<file path="config.mk">
export PLATFORM = sky130hd
export DESIGN_NAME = cfg_stream_seq
export DESIGN_NICKNAME = d
export VERILOG_FILES = /design/src/rtl/cfg_stream_pkg.sv /design/src/rtl/cfg_stream_crc.sv /design/src/rtl/cfg_stream_chain.sv /design/src/rtl/cfg_stream_seq.sv
export SDC_FILE = /design/constraint.sdc
export NUM_CORES = 1
export LEC_CHECK = 0
export BUFFER_PORTS_ARGS = -buffer_cell sky130_fd_sc_hd__buf_2
export CORE_MARGIN = 4
export CORE_UTILIZATION = 64
export CTS_CLUSTER_DIAMETER = 50
export CTS_CLUSTER_SIZE = 14
export DETAILED_ROUTE_END_ITERATION = 8
export GPL_TIMING_DRIVEN = 0
export PLACE_DENSITY_LB_ADDON = 0.25
export SKIP_CTS_REPAIR_TIMING = 1
export SYNTH_ARGS = -nofsm -noshare
export SYNTH_HDL_FRONTEND = slang
export SYNTH_SLANG_ARGS = --single-unit
</file>
<file path="constraint.sdc">
create_clock -name clk -period 11.2 [get_ports clk]
set_input_delay 1.12 -clock clk [delete_from_list [all_inputs] [get_ports clk]]
set_output_delay 1.12 -clock clk [all_outputs]
set_load 0.02 [all_outputs]
</file>
<file path="src/rtl/cfg_stream_pkg.sv">
package cfg_stream_pkg;

  localparam int BLK_W  = 64;
  localparam int WORD_W = 32;
  localparam int CRC_W  = 16;

  localparam logic [WORD_W-1:0] SYNC_WORD = 32'hAA995566;
  localparam logic [CRC_W-1:0]  CRC_POLY  = 16'h8005;

  localparam logic [7:0] OP_KEY = 8'h0B;
  localparam logic [7:0] OP_IV  = 8'h0C;
  localparam logic [7:0] OP_WR  = 8'h0E;
  localparam logic [7:0] OP_CHK = 8'h0F;
  localparam int         ENC_BIT = 31;

  typedef enum logic [1:0] {
    ST_HUNT,
    ST_HDR,
    ST_IV,
    ST_PAY
  } seq_state_e;

  // CRC advanced over one whole block, most significant bit first
  function automatic logic [CRC_W-1:0] crc_block(input logic [CRC_W-1:0] c,
                                                 input logic [BLK_W-1:0] d);
    logic [CRC_W-1:0] r;
    r = c;
    for (int i = BLK_W - 1; i >= 0; i--) begin
      if (r[CRC_W-1] ^ d[i]) r = {r[CRC_W-2:0], 1'b0} ^ CRC_POLY;
      else                   r = {r[CRC_W-2:0], 1'b0};
    end
    return r;
  endfunction

endpackage

</file>
<file path="src/rtl/cfg_stream_crc.sv">
module cfg_stream_crc
  import cfg_stream_pkg::*;
(
  input  logic             clk,
  input  logic             rst_n,
  input  logic             clr,
  input  logic             wr,
  input  logic [BLK_W-1:0] data,
  output logic [CRC_W-1:0] crc_q,
  output logic [CRC_W-1:0] crc_nxt
);

  always_comb begin
    crc_nxt = wr ? crc_block(crc_q, data) : crc_q;
  end

  always_ff @(posedge clk or negedge rst_n) begin
    if (!rst_n)   crc_q <= '0;
    else if (clr) crc_q <= '0;
    else          crc_q <= crc_nxt;
  end

endmodule

</file>
<file path="src/rtl/cfg_stream_chain.sv">
module cfg_stream_chain
  import cfg_stream_pkg::*;
(
  input  logic             clk,
  input  logic             rst_n,
  input  logic             clr,
  input  logic             iv_load,
  input  logic [BLK_W-1:0] iv_val,
  input  logic             go,
  input  logic [BLK_W-1:0] go_blk,
  input  logic             dec_done,
  input  logic [BLK_W-1:0] dec_plain,
  output logic             dec_go,
  output logic [BLK_W-1:0] dec_data,
  output logic             busy,
  output logic             wr,
  output logic [BLK_W-1:0] wr_word
);

  logic [BLK_W-1:0] chain_q;

  assign wr      = dec_done && busy;
  assign wr_word = dec_plain ^ chain_q;

  always_ff @(posedge clk or negedge rst_n) begin
    if (!rst_n) begin
      dec_go   <= 1'b0;
      dec_data <= '0;
      chain_q  <= '0;
      busy     <= 1'b0;
    end else begin
      dec_go <= go;
      if (go) dec_data <= go_blk;

      if (clr)          chain_q <= '0;
      else if (iv_load) chain_q <= iv_val;
      else if (wr)      chain_q <= dec_data;

      if (clr)           busy <= 1'b0;
      else if (go)       busy <= 1'b1;
      else if (dec_done) busy <= 1'b0;
    end
  end

endmodule

</file>
<file path="src/rtl/cfg_stream_seq.sv">
module cfg_stream_seq
  import cfg_stream_pkg::*;
#(
  parameter int KEY_W = 3,
  parameter int CNT_W = 24
) (
  input  logic             clk,
  input  logic             rst_n,
  input  logic             bit_en,
  input  logic             bit_in,
  output logic             dec_go,
  output logic [KEY_W-1:0] dec_key,
  output logic [63:0]      dec_data,
  input  logic             dec_done,
  input  logic [63:0]      dec_plain,
  output logic             cfg_we,
  output logic [63:0]      cfg_data,
  output logic             synced,
  output logic             crc_err
);

  localparam int            BC_W     = $clog2(BLK_W);
  localparam logic [BC_W-1:0] HDR_LAST = BC_W'(WORD_W - 1);
  localparam logic [BC_W-1:0] BLK_LAST = BC_W'(BLK_W - 1);
  localparam logic [BC_W-1:0] SECOND   = BC_W'(1);

  seq_state_e       st;
  logic [BLK_W-1:0] sr, sr_nxt;
  logic [BC_W-1:0]  cnt;
  logic [CNT_W-1:0] left;
  logic             enc;
  logic [BLK_W-1:0] pend;
  logic             pend_v;
  logic [KEY_W-1:0] key_q;
  logic             err_q;

  // named internal events
  logic [WORD_W-1:0] hword;
  logic              hdr_done, is_sync_word;
  logic              sync_evt, key_evt, iv_evt, wr_evt, chk_evt;
  logic              blk_done, iv_done, second_bit;
  logic              last_blk;
  logic              go_req;
  logic [BLK_W-1:0]  go_blk;
  logic              plain_wr;
  logic              dec_wr;
  logic [BLK_W-1:0]  dec_word;
  logic              wr_any;
  logic [BLK_W-1:0]  wr_word;
  logic              busy;
  logic [CRC_W-1:0]  crc_q, crc_nxt;

  assign sr_nxt       = {sr[BLK_W-2:0], bit_in};
  assign hword        = sr_nxt[WORD_W-1:0];
  assign is_sync_word = (hword == SYNC_WORD);
  assign hdr_done     = bit_en && (st == ST_HDR) && (cnt == HDR_LAST);
  assign sync_evt     = bit_en && is_sync_word &&
                        ((st == ST_HUNT) || (st == ST_HDR && cnt == HDR_LAST));
  assign key_evt      = hdr_done && !is_sync_word && (hword[31:24] == OP_KEY);
  assign iv_evt       = hdr_done && !is_sync_word && (hword[31:24] == OP_IV);
  assign wr_evt       = hdr_done && !is_sync_word &&
                        ({1'b0, hword[30:24]} == OP_WR) && (|hword[CNT_W-1:0]);
  assign chk_evt      = hdr_done && !is_sync_word && (hword[31:24] == OP_CHK);
  assign blk_done     = bit_en && (st == ST_PAY) && (cnt == BLK_LAST);
  assign iv_done      = bit_en && (st == ST_IV)  && (cnt == BLK_LAST);
  assign second_bit   = bit_en && (st == ST_PAY) && (cnt == SECOND) && pend_v;
  assign last_blk     = (left == CNT_W'(1));

  assign go_req   = second_bit || (blk_done && enc && last_blk);
  assign go_blk   = second_bit ? pend : sr_nxt;
  assign plain_wr = blk_done && !enc;
  assign wr_any   = dec_wr || plain_wr;
  assign wr_word  = dec_wr ? dec_word : sr_nxt;

  cfg_stream_chain u_chain (
    .clk       (clk),
    .rst_n     (rst_n),
    .clr       (sync_evt),
    .iv_load   (iv_done),
    .iv_val    (sr_nxt),
    .go        (go_req),
    .go_blk    (go_blk),
    .dec_done  (dec_done),
    .dec_plain (dec_plain),
    .dec_go    (dec_go),
    .dec_data  (dec_data),
    .busy      (busy),
    .wr        (dec_wr),
    .wr_word   (dec_word)
  );

  cfg_stream_crc u_crc (
    .clk     (clk),
    .rst_n   (rst_n),
    .clr     (sync_evt),
    .wr      (wr_any),
    .data    (wr_word),
    .crc_q   (crc_q),
    .crc_nxt (crc_nxt)
  );

  always_ff @(posedge clk or negedge rst_n) begin
    if (!rst_n) begin
      st       <= ST_HUNT;
      sr       <= '0;
      cnt      <= '0;
      left     <= '0;
      enc      <= 1'b0;
      pend     <= '0;
      pend_v   <= 1'b0;
      key_q    <= '0;
      err_q    <= 1'b0;
      cfg_we   <= 1'b0;
      cfg_data <= '0;
    end else begin
      cfg_we <= wr_any;
      if (wr_any) cfg_data <= wr_word;
      if (bit_en) sr <= sr_nxt;

      // the compare sees the CRC including a word written at this same edge
      if (chk_evt && (hword[CRC_W-1:0] != crc_nxt)) err_q <= 1'b1;

      if (sync_evt) begin
        st     <= ST_HDR;
        cnt    <= '0;
        left   <= '0;
        enc    <= 1'b0;
        pend_v <= 1'b0;
        key_q  <= '0;
        err_q  <= 1'b0;
      end else if (bit_en) begin
        case (st)
          ST_HDR: begin
            if (cnt == HDR_LAST) begin
              cnt <= '0;
              if (key_evt) key_q <= hword[KEY_W-1:0];
              if (iv_evt)  st <= ST_IV;
              if (wr_evt) begin
                st   <= ST_PAY;
                left <= hword[CNT_W-1:0];
                enc  <= hword[ENC_BIT];
              end
            end else begin
              cnt <= cnt + BC_W'(1);
            end
          end
          ST_IV: begin
            if (cnt == BLK_LAST) begin
              st  <= ST_HDR;
              cnt <= '0;
            end else begin
              cnt <= cnt + BC_W'(1);
            end
          end
          ST_PAY: begin
            cnt <= cnt + BC_W'(1);
            if (second_bit) pend_v <= 1'b0;
            if (cnt == BLK_LAST) begin
              left <= left - CNT_W'(1);
              if (enc && !last_blk) begin
                pend   <= sr_nxt;
                pend_v <= 1'b1;
              end
              if (last_blk) st <= ST_HDR;
            end
          end
          default: ;
        endcase
      end
    end
  end

  assign dec_key = key_q;
  assign synced  = (st != ST_HUNT);
  assign crc_err = err_q;

endmodule

</file>
Yosys cells after proc, flatten, opt, wreduce, memory -nomap -nowiden
Index checks and enable logic that the tools add are counted.
{ "op_classes": {"add_sub_neg": 2, "n_eq_ne": 19, "muxes": 112, "n_bitwise": 130, "reduce_logical": 50} }
{ "op_table": {"columns": ["op", "count"], "rows": [
  ["16-bit 2-to-1 mux", 66],
  ["64-bit 2-to-1 mux", 5],
  ["3-bit NOT", 64],
  ["24-bit 2-to-1 mux", 5],
  ["1-bit bitwise XOR", 64],
  ["64-bit bitwise XOR", 1],
  ["24-bit case mux with 2 select lines", 1],
  ["32-bit equality test, second input constant", 1],
  ["24-bit by 1-bit equality test with 1-bit output, second input constant", 1],
  ["8-bit by 4-bit equality test with 1-bit output, second input constant", 3],
  ["6-bit 2-to-1 mux", 4],
  ["24-bit OR reduction", 1],
  ["24-bit by 1-bit subtractor with 24-bit output, second input constant", 1],
  ["1-bit logical AND", 23],
  ["6-bit case mux with 3 select lines", 1],
  ["1-bit 2-to-1 mux", 16],
  ["2-bit 2-to-1 mux", 8],
  ["16-bit != test", 1],
  ["2-bit nonzero test", 8],
  ["3-bit 2-to-1 mux", 5],
  ["5-bit AND reduction", 2],
  ["3-bit != test, second input constant", 3],
  ["3-bit nonzero test", 3],
  ["4-bit AND reduction", 2],
  ["other kinds (17)", 24]
]} }
{ "word_totals": {"register_bits": 376, "inputBits": 69, "output_inout_bits": 135, "word_cells": 329} }

Logic depth before layout (Yosys ltp)
Gate-level depths: netlist of run 1.
{ "logic_depth": {"ltp_word": 135, "depth_mapped": 17, "ltp_nobuf": 13} }

By module
Synthesis of run 1 repeated with hierarchy kept, for this count alone.
{ "unflattened": {"hier_cells": 1707, "hier_area_um2": 21216.6} }
{ "by_module_without_submodules": {"columns": ["mod", "instances", "cells_each", "area_each_um2", "seq_area_each_um2"], "rows": [
  ["cfg_stream_seq", 1, 921, 11439.7, 5755.5],
  ["cfg_stream_chain", 1, 581, 7245.7, 3253.1],
  ["cfg_stream_crc", 1, 205, 2531.2, 400.4]
]} }

Worst setup path before layout of run 1
Ideal clock, no wire load.
{ "synth_path": {"path_type": "input-to-reg", "start": "input dec_done", "end": "register err_q, in the netlist crc_err", "setup_ns": 0.096, "arrival_time_ns": 4.622, "required_time_ns": 11.104, "setup_slack_ns": 6.482, "stages": 14, "n_path_buf": 2, "cell_sequence": "and2_1 > buf_6 > buf_12 > mux2i_1 > xor3_1 > xnor3_2 > xor2_1 > xnor2_2 > xor2_2 > xnor3_2 > xnor3_1 > o21a_1 > xor2_1 > a311oi_2"} }
{ "synth_between": {"elab_chain_len": 134, "elab_cells_between_ends": 197, "classes_between": "1 x eq/ne; 66 x mux; 126 x bitwise; 4 x reduce/logical"} }
{ "synth_lines": {"columns": ["element", "line", "rtl"], "rows": [
  ["from (decl)", "cfg_stream_seq.sv:14", "input logic dec_done,"],
  ["1-bit logical AND *", "cfg_stream_chain.sv:22", "assign wr = dec_done && busy;"],
  ["64-bit 2-to-1 mux", "cfg_stream_seq.sv:73", "assign wr_word = dec_wr ? dec_word : sr_nxt;"],
  ["1-bit bitwise XOR", "cfg_stream_pkg.sv:29", "if (r[CRC_W-1] ^ d[i]) r = {r[CRC_W-2:0], 1'b0} ^ CRC_POLY;"],
  ["16-bit 2-to-1 mux", "cfg_stream_pkg.sv:29", null],
  ["1-bit bitwise XOR", "cfg_stream_pkg.sv:29", null],
  ["16-bit 2-to-1 mux", "cfg_stream_pkg.sv:29", null],
  ["1-bit bitwise XOR", "cfg_stream_pkg.sv:29", null],
  ["16-bit 2-to-1 mux", "cfg_stream_pkg.sv:29", null],
  ["(+118 left out)", null, null],
  ["1-bit bitwise XOR", "cfg_stream_pkg.sv:29", null],
  ["16-bit 2-to-1 mux", "cfg_stream_pkg.sv:29", null],
  ["1-bit bitwise XOR", "cfg_stream_pkg.sv:29", null],
  ["16-bit 2-to-1 mux", "cfg_stream_pkg.sv:29", null],
  ["16-bit 2-to-1 mux *", "cfg_stream_crc.sv:14", "crc_nxt = wr ? crc_block(crc_q, data) : crc_q;"],
  ["16-bit != test *", "cfg_stream_seq.sv:121", "if (chk_evt && (hword[CRC_W-1:0] != crc_nxt)) err_q <= 1'b1;"],
  ["1-bit logical AND *", "cfg_stream_seq.sv:121", null],
  ["2-bit nonzero test (no source line) *", null, null],
  ["to (signal assigned)", "cfg_stream_seq.sv:112", "err_q <= 1'b0;"],
  ["to (signal assigned)", "cfg_stream_seq.sv:121", null],
  ["to (signal assigned)", "cfg_stream_seq.sv:130", "err_q <= 1'b0;"],
  ["to (decl)", "cfg_stream_seq.sv:35", "logic err_q;"]
]} }
Every way passes the cells marked *; elsewhere a longest branch is shown, timed or not.
A chain may end at the register's enable or synchronous reset.

Worst setup path in the final report of run 1
Ends and elaborated chain as after synthesis.

==> results of run 1 <==
[final timing paths]
| check | end | from | cells after the start | slack, ps |
|---|---|---|---|---|
| worst max-delay path | crc_err | dec_done | 15 | 5410 |
| worst min-delay path | cfg_data[60] | cfg_data[60] | 2 | 470 |
| worst max register to register | crc_err | u_chain.busy | 14 | 5730 |
| worst min register to register | cfg_data[60] | cfg_data[60] | 2 | 470 |
| max in group asynchronous | u_chain.chain_q[6] | rst_n | 3 | 9290 |
| min in group asynchronous | u_chain.dec_data[52] | rst_n | 1 | 650 |
[per-layer routing]
layer / vias up / share of wire
met4: 0 / 0.051
met3: 196 / 0.096
li1: 7218 / -
met1: 8088 / 0.39
met2: 881 / 0.46
met5: - / 0
[registers in the layout, indices dropped and copies added (netlist names), 3 cells and up]
register,flops
sr,63
cnt,6
u_crc.crc_q,16
cfg_data,64
u_chain.chain_q,64
dec_key,3
u_chain.dec_data,64
pend,64
left,24
[worst max-delay path, cell delays in order]
cell,delay (ps)
buf_2,120
nand2_1,320
clkbuf_1,620
buf_1,750
nor2_1,120
a21oi_1,510
xor2_1,500
xor2_1,190
xnor2_2,280
xnor3_1,490
xnor2_2,230
xnor3_1,340
o21a_1,200
xor2_1,150
a311oi_2,280
[power by group through the flow]
stage / Sequential [mW] / Combinational [mW] / Clock, mW
floorplan: 1.49 / 1.64 / 0
global placement: 1.51 / 2.01 / 0
detailed placement: 1.51 / 2.04 / 0
CTS: 1.49 / 2.06 / 1.32
global route: 1.50 / 2.23 / 1.38
finish: 1.49 / 2.08 / 1.32
[placed cells by master (no fill, tap or decap), types with 4 or more instances in the layout]
| cell type | count |
|---|---|
| clkinv_4 | 4 |
| a21oi_1 | 187 |
| or3_1 | 6 |
| dfrtp_1 | 376 |
| xnor3_1 | 27 |
| nand3_1 | 8 |
| xnor2_2 | 9 |
| mux2i_1 | 115 |
| mux2_2 | 121 |
| or2_2 | 4 |
| clkbuf_16 | 41 |
| xnor3_2 | 4 |
| nor2_1 | 165 |
| nor3_1 | 25 |
| buf_2 | 202 |
| xor2_1 | 88 |
| buf_1 | 13 |
| a22oi_1 | 5 |
| nand4_1 | 8 |
| xnor2_1 | 103 |
| buf_6 | 4 |
| nor4_1 | 15 |
| a211oi_1 | 8 |
| nand2b_1 | 11 |
| inv_1 | 12 |
| o21ai_0 | 194 |
| ha_1 | 4 |
| clkbuf_1 | 130 |
| nand2_1 | 292 |
| and2_1 | 4 |
[per-stage QoR]
step           std cells  utilization  hold slack, ps  power, mW
6_report            2645        0.741             469       4.89
5_1_grt             2644        0.741             515       5.11
4_1_cts             2644        0.741             478       4.86
3_5_place_dp        2577        0.700             465       3.56
3_3_place_gp        2574        0.697             455       3.52
2_1_floorplan       1976            -             449       3.12
[layout make-up]
cell class	count	area (um2)
diodes	1	2.50
multi-input cells	1446	9700
plain buffers	142	598
flip-flops and latches	376	9410
repair buffers	205	1100
inverters	12	45.0
well taps	396	495
fillers	2199	7890
clock inverters	16	195
clock buffers	51	1070
[cell families after synthesis]
family                   count (synthesis)  share of synthesized area
flip-flops                             376                      0.476
AND/OR/NAND/NOR                        556                      0.117
XOR/XNOR                               234                      0.131
AO/OA/AOI/OAI                          412                      0.109
adder cells (fa/ha/maj)                  4                    0.00253
multiplexers                           240                      0.131
buffers and inverters                  154                     0.0326
==> impl_metrics.ini, run 1 <==
[timing]
finalSetupViolCount = 0
fmax_mhz = 173
fin_ws_ps = 5410
hold_viol_final = 0
finalSetupTns_ps = 0
worst_slew_pin_slew_ps = 1200
skew_ps = 18.0
slew_headroom = 0.203
rsz0062_at_grt = false
fin_crit_ps = 5790
post-route-period-util = 0.517
slew_violations = 0

[synthesis]
ys_top_cells_by_area = dfrtp_1 48%, mux2_2 6.9%, mux2i_1 5.8%, nand2_1 5.5%, o21ai_0 4.9%
synth-edff-count = 0
ys_seq_area_frac = 0.476
synth-seq-cells = 376
synthTopCellsByCount = 376 x dfrtp_1, 292 x nand2_1, 194 x o21ai_0, 187 x a21oi_1, 165 x nor2_1
syn_area_per_cell_um2 = 10.0
synth_top_cell_by_area = dfrtp_1
synth_fp_nets = 2049
yosys_warnings = 0
async_reset_ff_frac = 1.00
netlist_area_mm2 = 0.0198
ys.flop_type = dfrtp_1
synthCells = 1976
ys_types = 59
synth_top_area_frac = 0.476
yosysMostFrequentCell = dfrtp_1

[global_route]
grt_usage = 0.359
grt_pass1_vias = 16200
use_met2 = 0.568
grt-ovfl-total = 0
grt_pass1_wl_um = 93400
grt_max_degree = 124
globalRouteMet1Util = 0.480
busiest_layer = met2
gr-usage-met3 = 0.0829
antenna_found_initial = 0

[floorplan]
rows = 64
die-area_mm2 = 0.0337
start_util = 0.647
die_x_um = 184
core_area_mm2 = 0.0305
die_h_um = 184
ios = 204

[critical_path]
worstPathArrival_ps = 6230
startpoint_type = input pin
required_ps = 11640
end_kind = register
crit_fanout = 10
critPathKind = in -> reg

[finish]
area.growth.synth_to_final_pct = 14.5
layout-drive-gt1-share = 0.186
final_area_mm2 = 0.0226
fin_nets = 2295

[placement]
gp_congestion = 1.01
placed_area_mm2 = 0.0214
io_buffers = 202
dp_slack_ps = 5010
dp_hpwl_um = 43300

[cts]
cts-root-buf = clkbuf_16
worst_skew_pair.late_latency_ps = 540
clock-sinks = 376
tritoncts = yes
clkTransAtPathRegs_ps = 60
numCtsBuffers = 39
clk_path_buf_depth = 3
cts_max_level = 2

[routing]
via_per_inst = 6.19
vias = 16400
drt_first_pass_iters = 5
drc = 0
routedWlPerCell_um = 23.0
drtIter0Drc = 1665
ant_nets = 0
wl_um = 60900

[power_and_ir_drop]
p_sw_frac = 0.348
p_int_mw = 3.19
pwr-share-clk = 0.269
leakage_nw = 11.3
combPwrFrac = 0.426
powerDensity_mw_per_mm2 = 216
p_sw_mw = 1.70
ir_drop_mv = 0.373
seqPwrFrac = 0.305

[flow_run]
maxCapViolations = 0

[worst_hold_path]
hold_path.class = reg -> reg

[outcome]
outcome = completed
Note: power is estimated with default switching activity, not from simulation.
==> run 2: changes to the inputs <==
--- a/config.mk
+++ b/config.mk
@@ -7,7 +7,7 @@
 export LEC_CHECK = 0
 export BUFFER_PORTS_ARGS = -buffer_cell sky130_fd_sc_hd__buf_2
 export CORE_MARGIN = 4
-export CORE_UTILIZATION = 64
+export CORE_UTILIZATION = 60
 export CTS_CLUSTER_DIAMETER = 50
 export CTS_CLUSTER_SIZE = 14
 export DETAILED_ROUTE_END_ITERATION = 8
==> constraint.sdc (replaced) <==
create_clock -name clk -period 5.4 [get_ports clk]
set_input_delay 0.54 -clock clk [delete_from_list [all_inputs] [get_ports clk]]
set_output_delay 0.54 -clock clk [all_outputs]
set_load 0.02 [all_outputs]
==> run 2 against run 1 <==
  * The flow now finishes with violations (negative hold slack)
  * First-iteration DRC count shrank 3.2%
  * Non-clock buffer count unchanged
  * Via count is 0.13% higher
  * Sequential power increased by 110%
  * Critical endpoint unchanged
  * Largest power group unchanged
==> impl_metrics.ini, run 2 (synthesis results as in run 1) <==
[routing]
ant_nets = 0
drt_first_pass_iters = 6
drtIter0Drc = 1611
wl_um = 61900
drc = 0
via_per_inst = 6.08
vias = 16400
routedWlPerCell_um = 22.9

[power_and_ir_drop]
ir_drop_mv = 0.904
seqPwrFrac = 0.291
pwr-share-clk = 0.296
p_int_mw = 6.93
p_sw_mw = 3.69
combPwrFrac = 0.413
p_sw_frac = 0.347
leakage_nw = 11.5
powerDensity_mw_per_mm2 = 463

[placement]
gp_congestion = 0.975
dp_hpwl_um = 44200
placed_area_mm2 = 0.0214
dp_slack_ps = -267
io_buffers = 202

[critical_path]
rrSetupSlack_ps = 140
r2r-end = crc_err
cp_num_buf_inv = 2
r2r-start = u_chain.busy
reg2regPathDepth = 13
crit_fanout = 10
worstPathArrival_ps = 5660
critPathKind = reg -> reg
max_stage_delay_ps = 800
cp_top_family = XOR/XNOR gates
end_kind = register
cp_cell_sequence = nand2_1, clkbuf_1, clkbuf_2, a21oi_1, xor2_1, xnor2_1, xor2_1, mux2i_1, o22ai_1, o41ai_1, xor2_1, o311a_1, a311oi_2
required_ps = 5800
crit_top_cell = xor2_1
crit_slowest_cell = xnor2_1
startpoint_type = register

[timing]
whs_ps = -16.2
hold_viol_final = 12
skew_ps = 22.0
slew_headroom = 0.176
slew_violations = 0
rsz0062_at_grt = false
fin_crit_ps = 5260
post-route-period-util = 0.974
worst_slew_pin_slew_ps = 1240
fin_ws_ps = 140
fmax_mhz = 190
finalSetupViolCount = 0

[finish]
diodes = 0
final_area_mm2 = 0.0229
fillCellCount = 2506
fin_nets = 2298
layout_common_cells = 376 x dfrtp_1, 292 x nand2_1, 202 x buf_2, 194 x o21ai_0, 187 x a21oi_1
layout_commonest_cell = dfrtp_1
area.growth.synth_to_final_pct = 16.0
layout-drive-gt1-share = 0.193

[cts]
tritoncts = yes
worst_skew_pair.late_latency_ps = 560
clock-sinks = 376
cts_max_level = 2
clkTransAtPathRegs_ps = 70
numCtsBuffers = 42
cts-root-buf = clkbuf_16
clk_path_buf_depth = 3

[global_route]
grt_max_degree = 124
antenna_found_initial = 0
grt-ovfl-total = 0
grt_pass1_wl_um = 95300
grt_pass1_vias = 16300
grt_usage = 0.341

[floorplan]
die_x_um = 189
core_area_mm2 = 0.0325
die_h_um = 189
rows = 66
die-area_mm2 = 0.0359
ios = 204
start_util = 0.607

[outcome]
outcome = finished with violations
failed_checks = negative hold slack

[worst_hold_path]
hold_path.class = in -> async

[flow_run]
maxCapViolations = 0
-- run 2: worst max-delay path by stage --
stage	startpoint	slack, ps	end	depth (start not counted)
finish	u_chain.busy	140	crc_err	13
detailed placement	dec_done	-270	crc_err	14
global placement	rst_n	-3510	left[18]	1
floorplan	dec_done	1260	crc_err	14
CTS	u_chain.busy	4	crc_err	13
global route	u_chain.busy	20	crc_err	14
-- run 2: through the flow --
stage,total power [mW],hold WS [ps],utilization,std cells,TNS (ps)
2_1_floorplan,6.48,244,-,1976,0
3_3_place_gp,7.35,456,0.655,2620,-1298630
3_5_place_dp,7.43,465,0.658,2623,-267
4_1_cts,10.6,13.0,0.704,2698,0
5_1_grt,11.1,43.4,0.704,2698,0
6_report,10.6,-16.2,0.704,2698,0
-- run 2: power by group through the flow --
stage | clock network (mW) | logic [mW] | registers, mW
after detailed placement | 0 | 4.29 | 3.14
after global placement | 0 | 4.22 | 3.13
final | 3.14 | 4.39 | 3.10
after CTS | 3.14 | 4.33 | 3.09
after floorplan | 0 | 3.39 | 3.09
after global routing | 3.26 | 4.69 | 3.11
-- run 2: metal layers --
metal  track usage  part of all wire  vias to the layer above
li1              -                 -                     7219
met3        0.0583             0.088                      174
met5             0                 0                        -
met4         0.130             0.040                        0
met1         0.475              0.41                     8128
met2         0.543              0.47                      884
-- run 2: final cells by class --
class | count | area, um2 | share of cell area
multi-input combinational | 1446 | 9700 | 0.423
tap | 442 | 553 | 0.0241
timing repair buffer | 205 | 1100 | 0.0481
sequential | 376 | 9410 | 0.411
clock buffer | 47 | 1110 | 0.0484
inverter | 12 | 45.0 | 0.00197
buffer | 142 | 599 | 0.0261
clock inverter | 28 | 402 | 0.0175
==> run 3: changes to the inputs <==
--- a/config.mk
+++ b/config.mk
@@ -12,6 +12,7 @@
 export CTS_CLUSTER_SIZE = 14
 export DETAILED_ROUTE_END_ITERATION = 8
 export GPL_TIMING_DRIVEN = 0
+export MAX_ROUTING_LAYER = met4
 export PLACE_DENSITY_LB_ADDON = 0.25
 export SKIP_CTS_REPAIR_TIMING = 1
 export SYNTH_ARGS = -nofsm -noshare
==> run 3 against run 2 <==
  * The flow now finishes without violations
  * First-iteration DRC count decreased by 3.5%
  * Clock-buffer cell count increased by 4
  * Register-to-register slack improved by 140 ps
  * Flip-flop and latch count is the same
  * Cell count shrank 0.15%
  * Total power down 0.71%
  * Core utilization fell by 0.22 points
  * Combinational power is 1% higher
  * Sequential power about the same
  * Hold slack improved by 68 ps
  * Setup slack gained 140 ps
  * Die area stayed put
  * Largest cell class unchanged
  * Highest routed layer unchanged
==> impl_metrics.ini, run 3 (synthesis results as in run 1) <==
[floorplan]
rows = 66
die_x_um = 189
ios = 204
die_h_um = 189
core_area_mm2 = 0.0325
die-area_mm2 = 0.0359
start_util = 0.607

[timing]
worst_slew_pin_slew_ps = 1170
hold_viol_final = 0
skew_ps = 25.6
slew_headroom = 0.219
whs_ps = 52.2
fin_ws_ps = 280
finalSetupViolCount = 0
fmax_mhz = 195
slew_violations = 0
fin_crit_ps = 5120
finalSetupTns_ps = 0
post-route-period-util = 0.948
rsz0062_at_grt = false

[power_and_ir_drop]
ir_drop_mv = 0.856
powerDensity_mw_per_mm2 = 462
leakage_nw = 11.4
power_mw = 10.5

[outcome]
outcome = completed

[routing]
ant_nets = 0
wl_um = 62500
drc = 0
drt_first_pass_iters = 5
via_per_inst = 6.07
routedWlPerCell_um = 23.2
drtIter0Drc = 1554
vias = 16300

[critical_path]
startpoint_type = register
cp_top_family = XOR/XNOR gates
cp_cell_sequence = nand2_1, clkbuf_1, clkbuf_2, nor2_1, a21oi_1, xor2_1, xor2_1, xnor2_2, xnor3_1, xnor2_2, xnor3_1, o21a_1, xor2_1, a311oi_2
crit_fanout = 10
cp_num_buf_inv = 2
reg2regPathDepth = 14
critPathKind = reg -> reg
crit_top_cell = xor2_1
r2r-end = crc_err
required_ps = 5860
r2r-start = u_chain.busy
end_kind = register
crit_cells = 14
rrSetupSlack_ps = 280
max_stage_delay_ps = 610
crit_slowest_cell = clkbuf_1
worstPathArrival_ps = 5580

[worst_hold_path]
hold_path.class = in -> async

[finish]
diodes = 0
final_area_mm2 = 0.0228
multi_input_area_mm2 = 0.00970
fillCellCount = 2495
regArea_mm2 = 0.00941
layout_commonest_cell = dfrtp_1
fin_nets = 2297
finalNonFillerCells = 2694
post-route-util = 0.702
area.growth.synth_to_final_pct = 15.7
layout-drive-gt1-share = 0.190
layout_common_cells = 376 x dfrtp_1, 292 x nand2_1, 202 x buf_2, 194 x o21ai_0, 187 x a21oi_1

[placement]
io_buffers = 202
placed_area_mm2 = 0.0214
dp_slack_ps = -200
gp_congestion = 0.964
dp_hpwl_um = 44500
dp_cells = 2623

[global_route]
grt-ovfl-total = 0
grt_pass1_vias = 16000
grt_max_degree = 124
grt_pass1_wl_um = 95100
antenna_found_initial = 1
grt_usage = 0.353

[cts]
tritoncts = yes
clkTransAtPathRegs_ps = 60
cts_max_level = 2
clk_path_buf_depth = 3
cts-root-buf = clkbuf_16
numCtsBuffers = 41
worst_skew_pair.late_latency_ps = 560
clock-sinks = 376

[flow_run]
maxCapViolations = 0
-- run 3: cell types whose count changed in the layout (fill, tap and decap cells not counted), sizes merged --
cell      delta
bufinv       -3
clkbuf       +4
clkinv       -6
clkinvlp     -2
inv          +3
-- run 3: worst max-delay path by stage --
stage,from,to,slack [ps]
4_1_cts,u_chain.busy,crc_err,110
5_1_grt,u_chain.busy,crc_err,100
3_3_place_gp,rst_n,left[19],-3500
2_1_floorplan,dec_done,crc_err,1260
3_5_place_dp,dec_done,crc_err,-200
6_report,u_chain.busy,crc_err,280
-- run 3: report_power, final --
part	internal, mW	switching, mW
clock network	1.76	1.24
logic	2.10	2.34
registers	2.94	0.155
total	6.81	3.74
-- run 3: cell type report --
type,instances,share of cell area
multi-input cells,1446,0.424
flip-flops and latches,376,0.412
clock buffers,51,0.0496
repair buffers,205,0.0483
plain buffers,142,0.0262
well taps,442,0.0242
clock inverters,20,0.0134
inverters,12,0.00197
-- run 3: per-layer routing --
layer | part of all wire | GRT usage | up-vias
met2 | 0.47 | 0.549 | 893
met3 | 0.087 | 0.0518 | 155
met5 | 0 | - | -
met1 | 0.40 | 0.484 | 8080
met4 | 0.037 | 0.118 | 0
li1 | - | - | 7216
